<file path="src/rtl/tuner_ctl_pkg.sv">
package tuner_ctl_pkg;

    localparam int FREQ_W = 15;
    localparam int CTRL_W = 7;
    localparam int BAND_W = 3;
    localparam int ADC_W  = 3;
    localparam int BYTE_W = 8;

    localparam logic [4:0]        ADDR_FIXED = 5'b11000;
    // pump high, test 001, ratio selects 0/1, tuning output off
    localparam logic [CTRL_W-1:0] CTRL_RST   = 7'b1_001_0_1_1;

    typedef enum logic [3:0] {
        S_IDLE,
        S_ADDR,
        S_ADDR_ACK,
        S_ACK_HOLD,
        S_WR_BYTE,
        S_WR_ACK,
        S_RD_BYTE,
        S_RD_REL,
        S_RD_ACK,
        S_RD_LOAD,
        S_IGNORE
    } link_state_t;

    typedef enum logic [1:0] {
        SEQ_SEL,
        SEQ_DB2,
        SEQ_BB
    } seq_state_t;

endpackage

</file>
<file path="src/rtl/tuner_bus_sync.sv">
module tuner_bus_sync #(
    parameter int STAGES = 2
) (
    input  logic clk,
    input  logic rst_n,
    input  logic scl_i,
    input  logic sda_i,
    output logic scl_s,
    output logic sda_s,
    output logic scl_rise,
    output logic scl_fall,
    output logic start_det,
    output logic stop_det
);

    logic [STAGES-1:0] scl_pipe;
    logic [STAGES-1:0] sda_pipe;
    logic              scl_q;
    logic              sda_q;

    always_ff @(posedge clk or negedge rst_n) begin
        if (!rst_n) begin
            scl_pipe <= '1;
            sda_pipe <= '1;
            scl_q    <= 1'b1;
            sda_q    <= 1'b1;
        end else begin
            scl_pipe <= {scl_pipe[STAGES-2:0], scl_i};
            sda_pipe <= {sda_pipe[STAGES-2:0], sda_i};
            scl_q    <= scl_pipe[STAGES-1];
            sda_q    <= sda_pipe[STAGES-1];
        end
    end

    assign scl_s     = scl_pipe[STAGES-1];
    assign sda_s     = sda_pipe[STAGES-1];
    assign scl_rise  = scl_s & ~scl_q;
    assign scl_fall  = ~scl_s & scl_q;
    assign start_det = scl_s & scl_q & sda_q & ~sda_s;
    assign stop_det  = scl_s & scl_q & ~sda_q & sda_s;

endmodule

</file>
<file path="src/rtl/tuner_link_fsm.sv">
module tuner_link_fsm
    import tuner_ctl_pkg::*;
#(
    parameter int          ADC_BITS  = ADC_W,
    parameter logic [4:0]  FIXED_HI  = ADDR_FIXED
) (
    input  logic                clk,
    input  logic                rst_n,
    input  logic                sda_s,
    input  logic                scl_rise,
    input  logic                scl_fall,
    input  logic                start_det,
    input  logic                stop_det,
    input  logic [1:0]          addr_sel,
    input  logic                por_flag,
    input  logic                lock_i,
    input  logic                acp_i,
    input  logic [ADC_BITS-1:0] adc_code,
    output logic                sda_oe,
    output logic                byte_vld,
    output logic [BYTE_W-1:0]   byte_dat,
    output logic                por_clr
);

    localparam int CNT_W = $clog2(BYTE_W);

    link_state_t        state;
    link_state_t        nxt;
    logic [CNT_W-1:0]   bitcnt;
    logic [BYTE_W-1:0]  shreg;
    logic [BYTE_W-1:0]  txreg;
    logic               rw_q;
    logic               bit_last;
    logic [BYTE_W-1:0]  rx_full;
    logic               addr_hit;
    logic [BYTE_W-1:0]  status;
    logic               tx_load;

    assign bit_last = (bitcnt == CNT_W'(BYTE_W - 1));
    assign rx_full  = {shreg[BYTE_W-2:0], sda_s};
    assign addr_hit = (rx_full[BYTE_W-1:1] == {FIXED_HI, addr_sel});
    assign status   = {por_flag, lock_i, acp_i, 2'b11, adc_code};
    assign tx_load  = (nxt == S_RD_BYTE) && (state != S_RD_BYTE);
    assign byte_dat = shreg;

    // next-state logic
    always_comb begin
        nxt = state;
        if (start_det) begin
            nxt = S_ADDR;
        end else if (stop_det) begin
            nxt = S_IDLE;
        end else begin
            unique case (state)
                S_IDLE:     nxt = S_IDLE;
                S_ADDR:     if (scl_rise && bit_last) nxt = addr_hit ? S_ADDR_ACK : S_IGNORE;
                S_ADDR_ACK: if (scl_fall) nxt = S_ACK_HOLD;
                S_ACK_HOLD: if (scl_fall) nxt = rw_q ? S_RD_BYTE : S_WR_BYTE;
                S_WR_BYTE:  if (scl_rise && bit_last) nxt = S_WR_ACK;
                S_WR_ACK:   if (scl_fall) nxt = S_ACK_HOLD;
                S_RD_BYTE:  if (scl_rise && bit_last) nxt = S_RD_REL;
                S_RD_REL:   if (scl_fall) nxt = S_RD_ACK;
                S_RD_ACK:   if (scl_rise) nxt = sda_s ? S_IGNORE : S_RD_LOAD;
                S_RD_LOAD:  if (scl_fall) nxt = S_RD_BYTE;
                S_IGNORE:   nxt = S_IGNORE;
                default:    nxt = S_IDLE;
            endcase
        end
    end

    // state register
    always_ff @(posedge clk or negedge rst_n) begin
        if (!rst_n) state <= S_IDLE;
        else        state <= nxt;
    end

    // datapath and outputs
    always_ff @(posedge clk or negedge rst_n) begin
        if (!rst_n) begin
            bitcnt   <= '0;
            shreg    <= '0;
            txreg    <= '0;
            rw_q     <= 1'b0;
            sda_oe   <= 1'b0;
            byte_vld <= 1'b0;
            por_clr  <= 1'b0;
        end else begin
            byte_vld <= 1'b0;
            por_clr  <= 1'b0;
            if (start_det || stop_det) begin
                bitcnt <= '0;
                sda_oe <= 1'b0;
            end else begin
                unique case (state)
                    S_ADDR: begin
                        if (scl_rise) begin
                            shreg  <= rx_full;
                            bitcnt <= bitcnt + 1'b1;
                            if (bit_last) rw_q <= sda_s;
                        end
                    end
                    S_WR_BYTE: begin
                        if (scl_rise) begin
                            shreg  <= rx_full;
                            bitcnt <= bitcnt + 1'b1;
                            if (bit_last) byte_vld <= 1'b1;
                        end
                    end
                    S_ADDR_ACK, S_WR_ACK: begin
                        if (scl_fall) sda_oe <= 1'b1;
                    end
                    S_ACK_HOLD: begin
                        if (scl_fall) begin
                            sda_oe <= 1'b0;
                            bitcnt <= '0;
                        end
                    end
                    S_RD_BYTE: begin
                        if (scl_rise) bitcnt <= bitcnt + 1'b1;
                        if (scl_fall) begin
                            txreg  <= {txreg[BYTE_W-2:0], 1'b0};
                            sda_oe <= ~txreg[BYTE_W-2];
                        end
                    end
                    S_RD_REL: begin
                        if (scl_fall) sda_oe <= 1'b0;
                    end
                    S_RD_ACK: begin
                        if (scl_rise && sda_s) por_clr <= 1'b1;
                    end
                    S_IDLE, S_RD_LOAD, S_IGNORE: begin
                    end
                    default: begin
                    end
                endcase
                if (tx_load) begin
                    txreg  <= status;
                    sda_oe <= ~status[BYTE_W-1];
                    bitcnt <= '0;
                end
            end
        end
    end

endmodule

</file>
<file path="src/rtl/tuner_reg_bank.sv">
module tuner_reg_bank
    import tuner_ctl_pkg::*;
#(
    parameter int                FREQ_BITS = FREQ_W,
    parameter int                CTRL_BITS = CTRL_W,
    parameter int                BAND_BITS = BAND_W,
    parameter logic [CTRL_W-1:0] CTRL_INIT = CTRL_RST
) (
    input  logic                 clk,
    input  logic                 rst_n,
    input  logic                 restart,
    input  logic                 byte_vld,
    input  logic [BYTE_W-1:0]    byte_dat,
    input  logic                 por_clr,
    output logic [FREQ_BITS-1:0] freq_word,
    output logic [CTRL_BITS-1:0] ctrl_word,
    output logic [BAND_BITS-1:0] band_word,
    output logic                 por_flag
);

    localparam int HI_W = FREQ_BITS - BYTE_W;

    seq_state_t      seq;
    logic [HI_W-1:0] hi_hold;

    always_ff @(posedge clk or negedge rst_n) begin
        if (!rst_n) begin
            seq       <= SEQ_SEL;
            hi_hold   <= '0;
            freq_word <= '0;
            ctrl_word <= CTRL_INIT;
            band_word <= '0;
            por_flag  <= 1'b1;
        end else begin
            if (por_clr) por_flag <= 1'b0;
            if (restart) begin
                seq <= SEQ_SEL;
            end else if (byte_vld) begin
                unique case (seq)
                    SEQ_SEL: begin
                        if (byte_dat[BYTE_W-1]) begin
                            ctrl_word <= byte_dat[CTRL_BITS-1:0];
                            seq       <= SEQ_BB;
                        end else begin
                            hi_hold <= byte_dat[HI_W-1:0];
                            seq     <= SEQ_DB2;
                        end
                    end
                    SEQ_DB2: begin
                        freq_word <= {hi_hold, byte_dat};
                        seq       <= SEQ_SEL;
                    end
                    SEQ_BB: begin
                        band_word <= byte_dat[BAND_BITS-1:0];
                        seq       <= SEQ_SEL;
                    end
                    default: seq <= SEQ_SEL;
                endcase
            end
        end
    end

endmodule

</file>
<file path="src/rtl/tuner_ctl_i2c.sv">
module tuner_ctl_i2c
    import tuner_ctl_pkg::*;
#(
    parameter int SYNC_STAGES = 2
) (
    input  logic              clk,
    input  logic              rst_n,
    input  logic              scl_i,
    input  logic              sda_i,
    output logic              sda_oe,
    input  logic [1:0]        addr_sel,
    input  logic              lock_i,
    input  logic              acp_i,
    input  logic [ADC_W-1:0]  adc_code,
    output logic [FREQ_W-1:0] freq_word,
    output logic [CTRL_W-1:0] ctrl_word,
    output logic [BAND_W-1:0] band_word
);

    logic              scl_s;
    logic              sda_s;
    logic              scl_rise;
    logic              scl_fall;
    logic              start_det;
    logic              stop_det;
    logic              byte_vld;
    logic [BYTE_W-1:0] byte_dat;
    logic              por_clr;
    logic              por_flag;

    tuner_bus_sync #(.STAGES(SYNC_STAGES)) u_sync (
        .clk       (clk),
        .rst_n     (rst_n),
        .scl_i     (scl_i),
        .sda_i     (sda_i),
        .scl_s     (scl_s),
        .sda_s     (sda_s),
        .scl_rise  (scl_rise),
        .scl_fall  (scl_fall),
        .start_det (start_det),
        .stop_det  (stop_det)
    );

    tuner_link_fsm u_link (
        .clk       (clk),
        .rst_n     (rst_n),
        .sda_s     (sda_s),
        .scl_rise  (scl_rise),
        .scl_fall  (scl_fall),
        .start_det (start_det),
        .stop_det  (stop_det),
        .addr_sel  (addr_sel),
        .por_flag  (por_flag),
        .lock_i    (lock_i),
        .acp_i     (acp_i),
        .adc_code  (adc_code),
        .sda_oe    (sda_oe),
        .byte_vld  (byte_vld),
        .byte_dat  (byte_dat),
        .por_clr   (por_clr)
    );

    tuner_reg_bank u_regs (
        .clk       (clk),
        .rst_n     (rst_n),
        .restart   (start_det),
        .byte_vld  (byte_vld),
        .byte_dat  (byte_dat),
        .por_clr   (por_clr),
        .freq_word (freq_word),
        .ctrl_word (ctrl_word),
        .band_word (band_word),
        .por_flag  (por_flag)
    );

endmodule

</file>
<file path="config.mk">
export PLATFORM = sky130hd
export DESIGN_NAME = tuner_ctl_i2c
export DESIGN_NICKNAME = d
export VERILOG_FILES = /design/src/rtl/tuner_ctl_pkg.sv /design/src/rtl/tuner_bus_sync.sv /design/src/rtl/tuner_link_fsm.sv /design/src/rtl/tuner_reg_bank.sv /design/src/rtl/tuner_ctl_i2c.sv
export SDC_FILE = /design/constraint.sdc
export NUM_CORES = 1
export LEC_CHECK = 0
export BUFFER_PORTS_ARGS = -buffer_cell sky130_fd_sc_hd__buf_2
export CORE_MARGIN = 2
export CORE_UTILIZATION = 58
export DETAILED_ROUTE_END_ITERATION = 12
export HOLD_SLACK_MARGIN = 0.1
export PLACE_DENSITY = 0.79
export SYNTH_ARGS = -nofsm -noshare
export SYNTH_HDL_FRONTEND = slang
export SYNTH_HIERARCHICAL = 1
export SYNTH_SLANG_ARGS = --single-unit
</file>
<file path="constraint.sdc">
create_clock -name clk -period 3.11 [get_ports clk]
set_clock_uncertainty 0.2 [all_clocks]
set_input_delay 0.311 -clock clk [delete_from_list [all_inputs] [get_ports clk]]
set_output_delay 0.311 -clock clk [all_outputs]
set_load 0.01 [all_outputs]
</file>
== Word level (Yosys, flattened, before mapping) ==
Index checks and enable logic that the tools add are counted.
Storage, ports and cells
  register bits after elaboration: 67
  input port bits: 11
  output and inout port bits: 26
  word-level logic and storage cells: 118
Operators by class
  $add $sub $neg: 1
  eq/ne operators: 21
  multiplexer cells: 39
  bitwise operators: 16
  reductions and logical operators: 23
Operator list (count)
  4-bit 2-to-1 mux: 11
  4-bit one-hot mux with 9 select lines: 1
  7-bit 2-to-1 mux: 3
  4-bit by 3-bit equality test with 1-bit output, second input constant: 5
  4-bit AND reduction: 4
  3-bit AND reduction: 5
  4-bit equality test, second input constant: 3
  1-bit 2-to-1 mux: 12
  2-bit 2-to-1 mux: 6
  3-bit 2-to-1 mux: 4
  4-bit by 1-bit != test with 1-bit output, second input constant: 3
  1-bit NOT: 9
  4-bit by 2-bit equality test with 1-bit output, second input constant: 2
  4-bit by 2-bit != test with 1-bit output, second input constant: 2
  1-bit bitwise AND: 7
  7-bit equality test: 1
  3-bit one-hot mux with 2 select lines: 1
  2-bit nonzero test: 3
  2-bit OR reduction: 3
  5-bit nonzero test: 1
  4-bit by 1-bit equality test with 1-bit output, second input constant: 1
  4-bit by 3-bit != test with 1-bit output, second input constant: 1
  4-bit nonzero test: 1
  3-bit by 1-bit adder with 3-bit output, second input constant: 1
  8 further kinds: 10

== Depth between registers and ports, before layout ==
  word-level depth: 11
  mapped depth: 8
  mapped depth without buffers: 7

== Hierarchy ==
Netlist, hierarchy kept.
Modules (own cells, without submodules)
  tuner_link_fsm: instances 1, cells each 139, area each 1571.5 µm², seq. area each 650.6 µm²
  tuner_reg_bank: instances 1, cells each 79, area each 1381.3 µm², seq. area each 882.1 µm²
  tuner_bus_sync: instances 1, cells each 10, area each 190.2 µm², seq. area each 157.7 µm²

== Worst setup path before layout ==
No wires, ideal clock.
  kind: register to register
  from: register u_sync.sda_pipe[1]
  to: register u_link.txreg[1]
  setup time: 125 ps
  arrival time: 2338 ps
  required time: 2785 ps
  path slack: 447 ps
  cell stages (with the launch flop): 7
  buffers on the path: 1
  clock period less this slack: 2663 ps
  path through: dfstp_2 and4b_1 or2_2 buf_4 nor4_2 mux2_2 mux2_4
Between the ends
  elaborated cells on any way between the ends: 16
  those cells by class: eq/ne: 1; mux: 6; bitwise: 4; reduce/logical: 5
RTL lines
  start: declaration: line tuner_bus_sync.sv:17  | logic [STAGES-1:0] sda_pipe;
  start signal: assignment: line tuner_bus_sync.sv:29  | sda_pipe <= {sda_pipe[STAGES-2:0], sda_i};
  1-bit NOT (*): line tuner_bus_sync.sv:39  | assign start_det = scl_s & scl_q & sda_q & ~sda_s;
  1-bit bitwise AND (*): line tuner_bus_sync.sv:39
  net start_det: line tuner_ctl_i2c.sv:24  | logic start_det;
  4-bit 2-to-1 mux: line tuner_link_fsm.sv:49  | if (start_det) begin
  4-bit by 3-bit equality test with 1-bit output: line tuner_link_fsm.sv:43  | assign tx_load = (nxt == S_RD_BYTE) && (state != S_RD_BYTE);
  1-bit logical AND: line tuner_link_fsm.sv:43
  2-bit nonzero test (no source line)
  3-bit AND reduction (no source line)
  end signal: assignment: line tuner_link_fsm.sv:121  | txreg <= {txreg[BYTE_W-2:0], 1'b0};
  end signal: assignment: line tuner_link_fsm.sv:137  | txreg <= status;
  end: declaration: line tuner_link_fsm.sv:31  | logic [BYTE_W-1:0] txreg;
Mark *: on every way through the listed nets, which the timed path passes. The rest lies on a longest branch.
A chain may end at the register's enable or synchronous reset.

== Worst setup path in the final report ==
  from: register u_sync.scl_pipe[1]
  to: register u_link.txreg[0]
Between the ends
  word-level cells in the longest chain between the ends: 10
  elaborated cells on any way between the ends: 28
  those cells by class: eq/ne: 1; mux: 12; bitwise: 9; reduce/logical: 6
Ends and longest elaborated chain
  start: declaration: line tuner_bus_sync.sv:16  | logic [STAGES-1:0] scl_pipe;
  start signal: assignment: line tuner_bus_sync.sv:28  | scl_pipe <= {scl_pipe[STAGES-2:0], scl_i};
  1-bit bitwise AND (*): line tuner_bus_sync.sv:37  | assign scl_rise = scl_s & ~scl_q;
  net scl_rise: line tuner_ctl_i2c.sv:22  | logic scl_rise;
  1-bit logical AND: line tuner_link_fsm.sv:56, tuner_link_fsm.sv:59, tuner_link_fsm.sv:61
  4-bit 2-to-1 mux, on equally long branches: line tuner_link_fsm.sv:61, tuner_link_fsm.sv:56, tuner_link_fsm.sv:59
  4-bit one-hot mux with 9 select lines (*): line tuner_link_fsm.sv:54  | unique case (state)
  4-bit 2-to-1 mux (*): line tuner_link_fsm.sv:51  | end else if (stop_det) begin
  4-bit 2-to-1 mux (*): line tuner_link_fsm.sv:49
  net u_link.nxt[0]: line tuner_link_fsm.sv:28  | link_state_t nxt;
  4-bit by 3-bit equality test with 1-bit output (*): line tuner_link_fsm.sv:43
  1-bit logical AND (*): line tuner_link_fsm.sv:43
  2-bit nonzero test (no source line)
  3-bit AND reduction (no source line)
Marks and branches as above.

==> results.md <==
- Nets: 292
- Via count: 2029
- Placer Congestion: 0.907
- Initial core utilization: 60.8%
- WL per Instance: 16.6 um
- Max cap viols: 0
- Area occupied by registers: 1690 um2
- Crit Path Class: flop to flop
- Post-synth EDFFs: 0
- Critical Path Stages: 7
- Synth Flop Type: dfrtp_1
- CP Launch Point: u_sync/scl_pipe[1]$_DFF_PN1_
- Cell taking the most area after synthesis: dfrtp_1
- Worst EP arrival: 2810 ps
- Pwr Total: 1710 uW
- R2R cell count: 7
- Clock Sinks: 67
- Most common cell after layout, fill and taps aside: dfrtp_1
- Final global-route overflow total: 0
- Vias per inst: 5.73
- Synthesis-to-finish area growth: 16.3%
- Gr usage total: 21.0%
- Synth Net Count: 241
- Post-synth cell types: 50
- Die area: 6020 um2
- Core Area: 5170 um2
- Synth Area in Adders: 0.796%
- Highest clock rate: 358 MHz
- Share of the clock period used by the worst path: 89.9%
- Die X-Extent: 77.6 um
- Worst-Skew Late Latency: 330 ps
- Filler instances: 348
- Drt pass-1 iters: 5
- Worst flop-to-flop path endpoint: u_link/txreg[0]$_DFFE_PN0P_
- Synth area leaders: dfrtp_1 (45%), mux2_2 (14%), dfstp_2 (9.2%), mux2_4 (5.3%), buf_6 (1.8%)
- Critical Path Sink: u_link/txreg[0]$_DFFE_PN0P_
- Area of the multi-input gates: 1340 um2
- Status: finished clean
- Compound-Gate Fraction of Synth Area: 6.01%
- Final setup TNS: 0 ps
- Crit path launch type: flop
- Root Buffer Master: clkbuf_8
- HPWL after DPL: 3850 um
- Pwr dens: 469 nW/um2
- Post-CTS setup buffers: 0
- Register bit total from synthesis: 67
- Worst r2r src: u_sync/scl_pipe[1]$_DFF_PN1_
- Seq/Total Area, Yosys: 53.8%
- Initial antenna violation count: 0
- YS warnings: 6
- Share of the synthesized area in the top cell type: 44.6%
- Pin count of the biggest net entering global routing: 68
- Vias in the first global route: 1966
- Hold Slack: 161 ps
- CTS tree: built
- Number of I/O port buffers: 36
- Rows: 26
- Post-route DRC violation count: 0
- Layout cell share with drive strength beyond 1: 46.8%
- Syn Inst Count: 228
- CTS Buf Count: 9
- Xor and xnor area share after synthesis: 0.836%
- Slew HR: 44.8%
- Reg-to-reg slack, setup: 320 ps
- Final core area utilization: 70.7%
- Most frequent cells in the layout: dfrtp_1 (56), mux2_2 (40), buf_2 (36)
- RSZ-0062 raised after global routing: false
- CP max stage cell: dfstp_2
- H-tree Lvls: 3
- I/O pins: 37
- Diode count: 0
- Cell Area, Synth: 3140 um2
- WP buf/inv: 1
- DR iter-0 viols: 162
- Min Tclk post-route: 2790 ps
- Worst setup EP type: flop
- Top Family by Delay on Critical Path: simple AND/OR/NAND/NOR gates
- Critical Path RT: 3130 ps
- Clock transition at path regs: 70 ps
- Avg Cell Area, Syn: 13.8 um2
- Peak VDD IR: 0.417 mV
- Number of setup violations in the final report: 0
- Final Max Tran Viols: 0
- Hold Crit Class: flop to flop
- CP peak stage delay: 550 ps
- P_leak: 0.00178 uW
- Post-synthesis mux area share: 20.2%
- Largest family of logic cells by synthesized area: multiplexers
- First-pass GRT wire length: 9900 um
- Crit-path cells: nor2b_1 -> nand4bb_1 -> a41o_1 -> o32a_2 -> nor4_4 -> buf_4 -> mux2_2
- Antenna Nets Post-Route: 0
- Die height: 77.6 um
- Worst slew pin tran: 828 ps
- Clock Tree Buf Depth: 2
- Synth async-reset ratio: 100%
- Simple-gate share of the synthesized area: 14.8%
- Final hold vios: 0
- Crit-path max FO: 11
- Post-Route WL: 5860 um
## cell usage after synthesis, types with 2 or more instances
cell	number
nor4_4	2
dfrtp_1	56
ha_1	2
mux2_4	11
nor2_1	9
nand2b_4	2
nor4_2	2
nor2b_1	7
o31a_1	2
buf_4	3
nor3_1	8
dfstp_2	11
a211oi_1	2
a21o_1	3
or3_1	2
mux2i_1	2
buf_6	5
inv_1	2
or4b_4	2
nor3b_1	2
nand2_1	10
or4bb_1	2
xnor2_1	3
nand2b_1	4
a22oi_1	2
nand3b_1	2
a21oi_1	6
mux2_2	40
and4b_1	2
buf_2	2
## sequential cells by signal, summed over array words and instances (netlist names)
name,count
u_link/rw_q,1
u_link/byte_dat,8
u_sync/sda_pipe,2
u_link/bitcnt,3
u_sync/scl_q,1
u_regs/freq_word,15
u_regs/ctrl_word,7
u_regs/band_word,3
u_sync/sda_q,1
u_link/byte_vld,1
u_link/txreg,7
u_link/sda_oe,1
u_regs/por_flag,1
u_link/por_clr,1
u_sync/scl_pipe,2
u_link/state,4
u_regs/hi_hold,7
u_regs/seq,2
## where the power goes
group,internal (uW),switching (uW),total [uW]
clock network,453,331,784
logic,18.4,27.5,45.9
registers,879,4.16,883
total,1350,362,1710
## stage by stage
step	setup slack [ps]	cell area, um2	instances
after floorplan	447	3140	228
after global placement	373	3360	330
after detailed placement	329	3360	330
after CTS	316	3660	354
after global routing	237	3660	354
final	315	3660	354
## cells by family (layout without fill, tap and decap cells)
family	Yosys count	after routing
XOR/XNOR	3	3
flip-flops	67	67
AND/OR/NAND/NOR	65	65
buffers and inverters	13	69
AO/OA/AOI/OAI	25	25
adder cells (fa/ha/maj)	2	2
multiplexers	53	53
## layer usage
metal,up-vias,global-route usage (%),share of wire [%]
met1,1027,30.3,47
li1,941,-,-
met2,56,31.4,48
met3,5,5.23,3.8
met5,-,0,0
met4,0,6.43,0.90
## final cells by class
cell class	count	area share (%)
tap	70	2.40
clock buffer	10	3.49
sequential	67	46.2
inverter	2	0.205
multi-input combinational	148	36.7
clock inverter	6	2.40
timing repair buffer	51	8.56
## worst min-delay path by stage
stage	startpoint	to	slack, ps	cells after the start
CTS	u_sync/sda_pipe[0]$_DFF_PN1_	u_sync/sda_pipe[1]$_DFF_PN1_	160	0
detailed placement	u_sync/sda_pipe[0]$_DFF_PN1_	u_sync/sda_pipe[1]$_DFF_PN1_	150	0
finish	u_sync/sda_pipe[0]$_DFF_PN1_	u_sync/sda_pipe[1]$_DFF_PN1_	160	0
global route	u_sync/sda_pipe[0]$_DFF_PN1_	u_sync/sda_pipe[1]$_DFF_PN1_	160	0
floorplan	rst_n	u_link/bitcnt[0]$_DFFE_PN0P_	-180	0
global placement	u_sync/sda_pipe[0]$_DFF_PN1_	u_sync/sda_pipe[1]$_DFF_PN1_	150	0
## timing repair
action | CTS | global route
endpoints found under the hold margin | 63 | 0
hold buffers | 8 | 0
resized for setup | 0 | 0
Note: power is estimated with default switching activity, not from simulation.
